[config.mk]
export PLATFORM = sky130hd
export DESIGN_NAME = mdio_mgmt_ctrl
export DESIGN_NICKNAME = d
export VERILOG_FILES = /design/src/rtl/mdio_pkg.sv /design/src/rtl/mdio_seq.sv /design/src/rtl/mdio_shift.sv /design/src/rtl/mdio_mgmt_ctrl.sv
export SDC_FILE = /design/constraint.sdc
export NUM_CORES = 1
export LEC_CHECK = 0
export BUFFER_PORTS_ARGS = -buffer_cell sky130_fd_sc_hd__buf_2
export CAP_MARGIN = 10
export CORE_AREA = 5 5 156 158
export DETAILED_ROUTE_END_ITERATION = 6
export DIE_AREA = 0 0 161 163
export GPL_TIMING_DRIVEN = 0
export PLACE_DENSITY = 0.67
export SKIP_LAST_GASP = 1
export SLEW_MARGIN = 0
export SYNTH_ARGS = -nofsm -noshare
export SYNTH_HDL_FRONTEND = slang
export SYNTH_HIERARCHICAL = 1
export SYNTH_SLANG_ARGS = --single-unit
[constraint.sdc]
create_clock -name clk -period 5.87 [get_ports clk]
set_input_delay 0.587 -clock clk [delete_from_list [all_inputs] [get_ports clk]]
set_output_delay 0.587 -clock clk [all_outputs]
set_load 0.1 [all_outputs]
[src/rtl/mdio_pkg.sv]
package mdio_pkg;
  typedef struct packed {
    logic        load;
    logic        rdFrame;
    logic [31:0] word;
  } mdioCmd_t;

  typedef enum logic [1:0] {ST_IDLE, ST_SEEK, ST_ISSUE, ST_WAIT} seqState_t;
endpackage

[src/rtl/mdio_seq.sv]
module mdio_seq
  import mdio_pkg::*;
#(
  parameter int NUM_PHY = 32
) (
  input  logic        clk,
  input  logic        rstN,
  input  logic        regWrEn,
  input  logic [1:0]  regAddr,
  input  logic [31:0] regWrData,
  output logic [31:0] regRdData,
  input  logic        frameDone,
  input  logic [15:0] rdWord,
  output mdioCmd_t    cmd
);
  localparam int PORT_W = $clog2(NUM_PHY);

  logic [31:0] maskR, ctl1R, dataR, extR;
  seqState_t   st;
  logic [PORT_W-1:0] portIdx;
  logic        phase;
  logic        isWr, isMmd, lastPort;
  logic [4:0]  phyF;
  logic [15:0] wrVal;

  assign isWr     = ctl1R[2];
  assign isMmd    = ctl1R[1];
  assign lastPort = (portIdx == PORT_W'(NUM_PHY - 1));
  assign phyF     = 5'(portIdx);
  assign wrVal    = isWr ? dataR[31:16] : 16'h0000;

  // frame word after the preamble: start, opcode, phy, reg/dev, turnaround, data
  always_comb begin
    cmd.load    = (st == ST_ISSUE);
    cmd.rdFrame = !isWr && phase;
    if (isMmd) begin
      if (phase) cmd.word = {2'b00, (isWr ? 2'b01 : 2'b11), phyF, extR[20:16], 2'b10, wrVal};
      else       cmd.word = {2'b00, 2'b00, phyF, extR[20:16], 2'b10, extR[15:0]};
    end else begin
      if (phase) cmd.word = {2'b01, (isWr ? 2'b01 : 2'b10), phyF, ctl1R[24:20], 2'b10, wrVal};
      else       cmd.word = {2'b01, 2'b01, phyF, 5'd31, 2'b10, 4'b0000, ctl1R[14:3]};
    end
  end

  always_comb begin
    case (regAddr)
      2'd0:    regRdData = maskR;
      2'd1:    regRdData = ctl1R;
      2'd2:    regRdData = dataR;
      default: regRdData = extR;
    endcase
  end

  always_ff @(posedge clk) begin
    if (!rstN) begin
      maskR   <= '0;
      ctl1R   <= '0;
      dataR   <= '0;
      extR    <= '0;
      st      <= ST_IDLE;
      portIdx <= '0;
      phase   <= 1'b0;
    end else begin
      if (regWrEn && !ctl1R[0]) begin
        case (regAddr)
          2'd0:    maskR <= regWrData;
          2'd1:    ctl1R <= regWrData;
          2'd2:    dataR <= regWrData;
          default: extR  <= regWrData;
        endcase
      end
      case (st)
        ST_IDLE: if (ctl1R[0]) begin
          phase <= 1'b0;
          if (isWr) begin
            portIdx <= '0;
            st      <= ST_SEEK;
          end else begin
            portIdx <= dataR[16 +: PORT_W];
            st      <= ST_ISSUE;
          end
        end
        ST_SEEK: begin
          if (maskR[portIdx]) st <= ST_ISSUE;
          else if (lastPort) begin
            ctl1R[0] <= 1'b0;
            st       <= ST_IDLE;
          end else portIdx <= portIdx + 1'b1;
        end
        ST_ISSUE: st <= ST_WAIT;
        default: if (frameDone) begin
          if (!phase) begin
            phase <= 1'b1;
            st    <= ST_ISSUE;
          end else begin
            phase <= 1'b0;
            if (!isWr) begin
              dataR[15:0] <= rdWord;
              ctl1R[0]    <= 1'b0;
              st          <= ST_IDLE;
            end else if (lastPort) begin
              ctl1R[0] <= 1'b0;
              st       <= ST_IDLE;
            end else begin
              portIdx <= portIdx + 1'b1;
              st      <= ST_SEEK;
            end
          end
        end
      endcase
    end
  end
endmodule

[src/rtl/mdio_shift.sv]
module mdio_shift
  import mdio_pkg::*;
#(
  parameter int PRE_LEN = 32,
  parameter int DIV_W   = 8
) (
  input  logic             clk,
  input  logic             rstN,
  input  logic [DIV_W-1:0] divCfg,
  input  mdioCmd_t         cmd,
  output logic             frameDone,
  output logic [15:0]      rdWord,
  output logic             mdc,
  output logic             mdioOut,
  output logic             mdioOe,
  input  logic             mdioIn
);
  localparam int FRAME_LEN = PRE_LEN + 32;
  localparam int CNT_W     = $clog2(FRAME_LEN + 1);
  localparam int TA_POS    = PRE_LEN + 14;
  localparam int DATA_POS  = PRE_LEN + 16;

  logic                 busy, rdFrameR;
  logic [DIV_W-1:0]     divCnt;
  logic [CNT_W-1:0]     bitCnt;
  logic [FRAME_LEN-1:0] shiftR;
  logic                 tick, riseTick, fallTick;

  assign tick     = busy && (divCnt == divCfg);
  assign riseTick = tick && !mdc;
  assign fallTick = tick && mdc;
  assign mdioOut  = busy && shiftR[FRAME_LEN-1];
  assign mdioOe   = busy && !(rdFrameR && bitCnt >= CNT_W'(TA_POS));

  always_ff @(posedge clk) begin
    if (!rstN) begin
      busy      <= 1'b0;
      rdFrameR  <= 1'b0;
      divCnt    <= '0;
      bitCnt    <= '0;
      shiftR    <= '0;
      mdc       <= 1'b0;
      frameDone <= 1'b0;
      rdWord    <= '0;
    end else begin
      frameDone <= 1'b0;
      if (!busy) begin
        if (cmd.load) begin
          busy     <= 1'b1;
          rdFrameR <= cmd.rdFrame;
          divCnt   <= '0;
          bitCnt   <= '0;
          mdc      <= 1'b0;
          shiftR   <= {{PRE_LEN{1'b1}}, cmd.word};
        end
      end else begin
        divCnt <= tick ? '0 : divCnt + 1'b1;
        if (tick) mdc <= !mdc;
        if (riseTick && rdFrameR && bitCnt >= CNT_W'(DATA_POS))
          rdWord <= {rdWord[14:0], mdioIn};
        if (fallTick) begin
          shiftR <= {shiftR[FRAME_LEN-2:0], 1'b0};
          bitCnt <= bitCnt + 1'b1;
          if (bitCnt == CNT_W'(FRAME_LEN - 1)) begin
            busy      <= 1'b0;
            frameDone <= 1'b1;
          end
        end
      end
    end
  end
endmodule

[src/rtl/mdio_mgmt_ctrl.sv]
module mdio_mgmt_ctrl
  import mdio_pkg::*;
#(
  parameter int NUM_PHY = 32,
  parameter int PRE_LEN = 32,
  parameter int DIV_W   = 8
) (
  input  logic             clk,
  input  logic             rstN,
  input  logic             regWrEn,
  input  logic [1:0]       regAddr,
  input  logic [31:0]      regWrData,
  output logic [31:0]      regRdData,
  input  logic [DIV_W-1:0] divCfg,
  output logic             mdc,
  output logic             mdioOut,
  output logic             mdioOe,
  input  logic             mdioIn
);
  mdioCmd_t    cmd;
  logic        frameDone;
  logic [15:0] rdWord;

  mdio_seq #(.NUM_PHY(NUM_PHY)) i_seq (
    .clk(clk), .rstN(rstN), .regWrEn(regWrEn), .regAddr(regAddr),
    .regWrData(regWrData), .regRdData(regRdData),
    .frameDone(frameDone), .rdWord(rdWord), .cmd(cmd)
  );

  mdio_shift #(.PRE_LEN(PRE_LEN), .DIV_W(DIV_W)) i_shift (
    .clk(clk), .rstN(rstN), .divCfg(divCfg), .cmd(cmd),
    .frameDone(frameDone), .rdWord(rdWord),
    .mdc(mdc), .mdioOut(mdioOut), .mdioOe(mdioOe), .mdioIn(mdioIn)
  );
endmodule

==> results of run 1 <==
## final timing paths
check / start / end / slack [ns] / depth (start not counted)
max reg2reg: i_shift/divCnt[0]$_SDFFE_PN0P_ / i_shift/shiftR[44]$_SDFFE_PN0P_ / 3.35 / 6
max: regAddr[0] / regRdData[11] / 2.47 / 6
min: mdioIn / i_shift/rdWord[0]$_SDFFE_PN0P_ / 0.29 / 3
min reg2reg: i_seq/ctl1R[16]$_SDFFE_PN0P_ / i_seq/ctl1R[16]$_SDFFE_PN0P_ / 0.45 / 2
## area by class of cell
cell class	instances	area [um^2]	area share
timing repair buffer	79	395.4	0.03066
buffer	104	460.4	0.03570
multi-input combinational	937	5949	0.4613
clock buffer	30	695.7	0.05394
inverter	10	37.54	0.002910
sequential	235	4705	0.3648
clock inverter	18	291.5	0.02260
tap	290	362.8	0.02813
## cells in the final DEF, fill, tap and decap left out, drive strengths merged, types with 3 or more instances in the layout
cell type  netlist  layout
a21oi           11      11
clkbuf          80     110
and3             5       5
or3              5       5
a21boi         115     115
nand4            4       4
conb             2       3
nor3            69      69
nand3           51      51
buf             23     102
nand2b           5       5
a2bb2oi          5       5
nand2          305     305
xor2             3       3
mux2i           78      78
or4              3       3
nor2            86      86
bufinv           0       7
o2111ai          3       3
clkinv           1       6
o211a           19      19
a211oi          34      34
mux4            32      32
a32o             5       5
and2             7       7
nor2b            9       9
clkinvlp         0       6
inv              9       9
xnor2           10      10
ha               9       9
dfxtp          235     235
o21ai           23      23
a31oi            6       6
a22oi            5       5
nor4             3       3
## critical path: stages
cell    delay (ns)
buf_2         0.09
buf_2         0.28
buf_1         0.67
buf_2         0.43
mux4_2        0.29
buf_2         0.43
## kinds of logic after synthesis
kind of cell | after synthesis | synth area share
other cells | 2 | 0.0006737
buf+inv | 114 | 0.04467
xor+xnor | 13 | 0.01021
fa+ha+maj | 9 | 0.01010
mux | 110 | 0.1347
compound gates | 241 | 0.1618
simple gates | 561 | 0.2158
flops | 235 | 0.4220
## sequential cells by signal, indices dropped and copies added, names as in the netlist
register / cells
i_shift/shiftR: 64
i_seq/ctl1R: 32
i_seq/dataR: 32
i_seq/extR: 32
i_seq/maskR: 32
i_shift/rdWord: 16
i_shift/divCnt: 8
i_shift/bitCnt: 7
i_seq/phyF: 5
i_seq/st: 2
i_seq/phase: 1
i_shift/busy: 1
i_shift/frameDone: 1
i_shift/mdc: 1
i_shift/rdFrameR: 1
## power breakdown
part,switching [uW],internal [uW]
Clock,693,1160
Combinational,562,349
Sequential,116,1760
Total,1370,3270
## metal layers
| metal | wire, um | GRT usage | part of all wire | vias to the layer above |
|---|---|---|---|---|
| met2 | 15250 | 0.4054 | 0.45 | 385 |
| met1 | 15020 | 0.3595 | 0.44 | 4817 |
| met3 | 2543 | 0.04480 | 0.075 | 62 |
| li1 | - | - | - | 4706 |
| met5 | 0 | 0 | 0 | - |
| met4 | 1086 | 0.08802 | 0.032 | 0 |
## stage by stage
| stage | util | std cells | area, um^2 |
|---|---|---|---|
| 2_1_floorplan | - | 1286 | 11150 |
| 3_3_place_gp | 0.5182 | 1655 | 11910 |
| 3_5_place_dp | 0.5182 | 1655 | 11910 |
| 4_1_cts | 0.5612 | 1703 | 12900 |
| 5_1_grt | 0.5612 | 1703 | 12900 |
| 6_report | 0.5612 | 1703 | 12900 |
==> impl_metrics.csv, run 1 <==
group,metric,value,unit
run_status,status,"finished, final reports clean",
final_layout,nFillCells,2095,
floorplanning,die_area,0.02624,mm^2
min_path,hold_path_class,"input pin to flop",
yosys,ys_ff_latch,235,
worst_setup_path,startpoint_type,"input pin",
placement,pre_cts_ws,2.508,ns
yosys,synthDistinctLibCells,62,
detailed_routing,drtPass1Iterations,5,
timing,finalCritPeriodShare,0.5786,
timing,fin_ws,2.474,ns
timing,maxSlewViolCount,0,
global_routing,grt_pass1_wl,53.97,mm
clock_network,cts_root_buffer,"clkbuf_16",
power,p_total,4639,uW
detailed_routing,vias,9970,
yosys,synth_area_leaders,"dfxtp_1 (42%), nand2_1 (10%), mux2i_1 (7.0%), mux4_2 (6.5%), a21boi_1 (5.3%)",
power,peakVddDrop,0.3149,mV
timing,max_freq,294.4,MHz
clock_network,cts_hold_buf,0,
global_routing,grt_pass1_vias,9663,
detailed_routing,via_per_inst,5.854,
floorplanning,io-pin-count,81,
detailed_routing,drt_iter0_markers,779,
yosys,syn_area,0.01115,mm^2
worst_setup_path,cp.arrival,2.81,ns
yosys,yosys_most_used_dff,"dfxtp_1",
global_routing,antenna_found_initial,0,
clock_network,cts_tree,"built",
global_routing,grt_max_degree,15,
floorplanning,rows,56,
final_layout,nNetsFinal,1448,
floorplanning,die_x,161,um
detailed_routing,drtAntennaViolNets,0,
floorplanning,core_area,0.02298,mm^2
timing,rsz0062_at_grt,"no",
timing,holdWs,0.2891,ns
yosys,yosys.area.top_type,"dfxtp_1",
power,power_density,359.7,mW/mm^2
timing,worstMarginPinSlew,0.8268,ns
clock_network,clkTransAtPathRegs,0.06,ns
worst_setup_path,worstSetupPathType,"input pin to output port",
yosys,synth_edf_count,0,
timing,maxSlewHeadroom,0.4446,
worst_setup_path,cp-end-kind,"output port",
clock_network,cts_buffers,26,
final_layout,syn_to_final_growth,15.69,%
yosys,yosysTopAreaCellShare,0.4220,
yosys,yosysWarnings,6,
floorplanning,start_util,0.4851,
placement,gp_congestion,0.9416,
clock_network,cts_resized,0,
timing,hold_violations,0,
detailed_routing,route.detailed.drc,0,
yosys,yosysMostFrequentCell,"nand2_1",
yosys,synthArstFlopShare,0,
placement,dp_hpwl,24.66,mm
clock_network,clock-sinks,235,
detailed_routing,wire_per_inst,19.91,um
yosys,avgSynthCellArea,8.676,um^2
worst_setup_path,cp_max_fo,10,
global_routing,overflow,0,
global_routing,grt_usage,0.2572,
clock_network,clock_latency,0.55,ns
detailed_routing,wl,33.91,mm
final_layout,layout-drive-gt1-share,0.1274,
floorplanning,die_y,163,um
timing,setup_violations,0,
yosys,syn_inst,1285,
worst_setup_path,cp.required,5.28,ns
placement,portBuffers,79,
timing,fin_skew,0.03131,ns
clock_network,post_cts_buffers,0,
yosys,yosys-top-cells-count,"nand2_1 (305), dfxtp_1 (235), nor2_1 (86), clkbuf_1 (80)",
clock_network,h-tree-depth,1,
timing,setup_tns,0,ns
power,leakagePower,0.004945,uW
timing,fin_crit,3.396,ns
flow_run,maxCapViolations,0,
final_layout,diodes,0,
yosys,seq_area_frac_synth,0.4220,
clock_network,clock_path_buffers,3,
(Power assumes the default switching activity.)
==> run 2: changes to the inputs <==
Settings changed: PLACE_DENSITY 0.67 to 0.7.
Clock period 5.87 ns to 2.8 ns, I/O delays scaled along.
==> run 2 against run 1 <==
Effect of this change:
- register-to-register slack got worse by 3.0 ns
- clock skew fell by 0.017 ns
- die area did not move
- first-iteration DRC count rose by 3.2%
- critical path type is now flop to output port
- largest power group unchanged
- highest routed layer unchanged
==> impl_metrics.csv, run 2 (synthesized netlist as in run 1, its figures left out) <==
group,metric,value,unit
run_status,status,"finished, final reports clean",
timing,maxSlewViolCount,0,
floorplanning,io-pin-count,81,
detailed_routing,via_per_inst,5.809,
timing,finalCritPeriodShare,0.9538,
final_layout,layout-drive-gt1-share,0.1261,
detailed_routing,drt_iter0_markers,804,
worst_setup_path,r2r-end,"i_shift/shiftR[59]$_SDFFE_PN0P_",
global_routing,antenna_found_initial,0,
placement,placedCellCount,1655,
clock_network,cts_buffers,26,
detailed_routing,wire_per_inst,19.32,um
clock_network,clkTransAtPathRegs,0.06,ns
final_layout,final_core_util,0.5569,
worst_setup_path,cp.required,2.52,ns
final_layout,nNetsFinal,1448,
global_routing,overflow,0,
worst_setup_path,r2r_cells,6,
worst_setup_path,worstSetupPathType,"flop to output port",
final_layout,diodes,0,
detailed_routing,drtPass1Iterations,5,
final_layout,syn_to_final_growth,14.80,%
detailed_routing,route.detailed.drc,0,
global_routing,grt_max_degree,14,
min_path,hold_path_depth,3,
timing,rsz0062_at_grt,"no",
global_routing,grt_pass1_vias,9575,
worst_setup_path,r2r_slack,0.35,ns
timing,maxSlewHeadroom,0.4317,
worst_setup_path,cp.arrival,2.39,ns
clock_network,h-tree-depth,1,
timing,fin_crit,2.671,ns
placement,dp_hpwl,24.27,mm
clock_network,cts_root_buffer,"clkbuf_16",
worst_setup_path,reg2reg_from,"i_shift/divCnt[4]$_SDFFE_PN0P_",
final_layout,mostFrequentLayoutCell,"nand2_1",
floorplanning,start_util,0.4851,
timing,setup_violations,0,
detailed_routing,wl,32.89,mm
clock_network,clock-sinks,235,
flow_run,maxCapViolations,0,
final_layout,layout_common_cells,"nand2_1 (305), dfxtp_1 (235), buf_2 (88)",
worst_setup_path,cp_max_fo,10,
clock_network,cts_tree,"built",
placement,gp_congestion,0.9352,
detailed_routing,drtAntennaViolNets,0,
floorplanning,rows,56,
timing,max_freq,374.4,MHz
floorplanning,die_x,161,um
worst_setup_path,startpoint_type,"flop",
global_routing,grt_usage,0.2471,
min_path,min_to,"i_seq/maskR[28]$_SDFFE_PN0P_",
floorplanning,die_area,0.02624,mm^2
floorplanning,die_y,163,um
floorplanning,core_area,0.02298,mm^2
timing,worstMarginPinSlew,0.8459,ns
placement,portBuffers,79,
final_layout,largest_register_ffs,64,
min_path,hold_path_startpoint,"regWrData[28]",
clock_network,clock_path_buffers,3,
power,leakagePower,0.004926,uW
timing,hold_violations,0,
detailed_routing,vias,9887,
final_layout,top_register,"i_shift/shiftR",
clock_network,clock_latency,0.53,ns
global_routing,grt_pass1_wl,51.97,mm
worst_setup_path,cp-end-kind,"output port",
power,power_density,726.8,mW/mm^2
timing,setup_tns,0,ns
min_path,hold_path_class,"input pin to flop",
final_layout,fin_cells,1702,
timing,fin_skew,0.01481,ns
power,peakVddDrop,0.4549,mV
run 2: cell types whose count changed in the layout (fill, tap and decap cells not counted), sizes merged:
cell | previous run | this run
clkbuf | 110 | 118
bufinv | 7 | 2
clkinvlp | 6 | 1
buf | 102 | 100
clkinv | 6 | 8
dlygate4sd3 | 0 | 1
run 2: layout make-up:
| type | count | area [um^2] |
|---|---|---|
| multi-input cells | 937 | 5949 |
| well taps | 290 | 362.8 |
| fillers | 2105 | 10180 |
| inverters | 10 | 37.54 |
| clock buffers | 37 | 773.2 |
| clock inverters | 10 | 106.4 |
| flip-flops and latches | 235 | 4705 |
| repair buffers | 80 | 405.4 |
| plain buffers | 103 | 459.2 |
run 2: metrics by stage:
step / power, uW / area (um^2) / setup WS [ns] / hold WS (ns)
2_1_floorplan: 5383 / 11150 / 0.4183 / 0.4148
3_3_place_gp: 5820 / 11910 / 0.04995 / 0.4369
3_5_place_dp: 5863 / 11910 / 0.03410 / 0.4421
4_1_cts: 9331 / 12800 / 0.02490 / 0.01442
5_1_grt: 9726 / 12800 / 0.03605 / 0.01805
6_report: 9302 / 12800 / 0.1294 / 0.02272
run 2: how the worst max path moves through the flow:
stage | startpoint | endpoint | slack (ns) | depth (start not counted)
after detailed placement | regAddr[0] | regRdData[14] | 0.03 | 6
after floorplan | i_shift/mdc$_SDFFE_PN0P_ | i_shift/bitCnt[5]$_SDFFE_PN0P_ | 0.42 | 5
after CTS | regAddr[0] | regRdData[14] | 0.02 | 6
after global routing | i_shift/busy$_SDFF_PN0_ | mdioOut | 0.04 | 4
after global placement | regAddr[0] | regRdData[14] | 0.05 | 6
final | i_shift/busy$_SDFF_PN0_ | mdioOe | 0.13 | 4
run 2: routing by layer:
layer,GRT usage,wire length [um]
met5,0,0
met1,0.3365,14130
met2,0.3860,14540
met3,0.05391,2945
met4,0.09616,1273
run 2: critical path, stage by stage (launching register included):
cell,delay [ns]
dfxtp_1,0.38
buf_1,0.47
clkbuf_2,0.41
and2_1,0.18
buf_2,0.42
run 2: report_power, final:
| group | switching [uW] | internal (uW) | leakage, uW |
|---|---|---|---|
| clock | 1370 | 2100 | 0.000437 |
| sequential | 241 | 3690 | 0.00191 |
| combinational | 1170 | 731 | 0.00258 |
run 2: timing repair:
action	CTS	global route
hold buffers	1	0
hold endpoints to repair	1	0
pin swaps	0	0
setup buffers	0	0
gates resized for setup	1	2
setup endpoints to repair	2	19
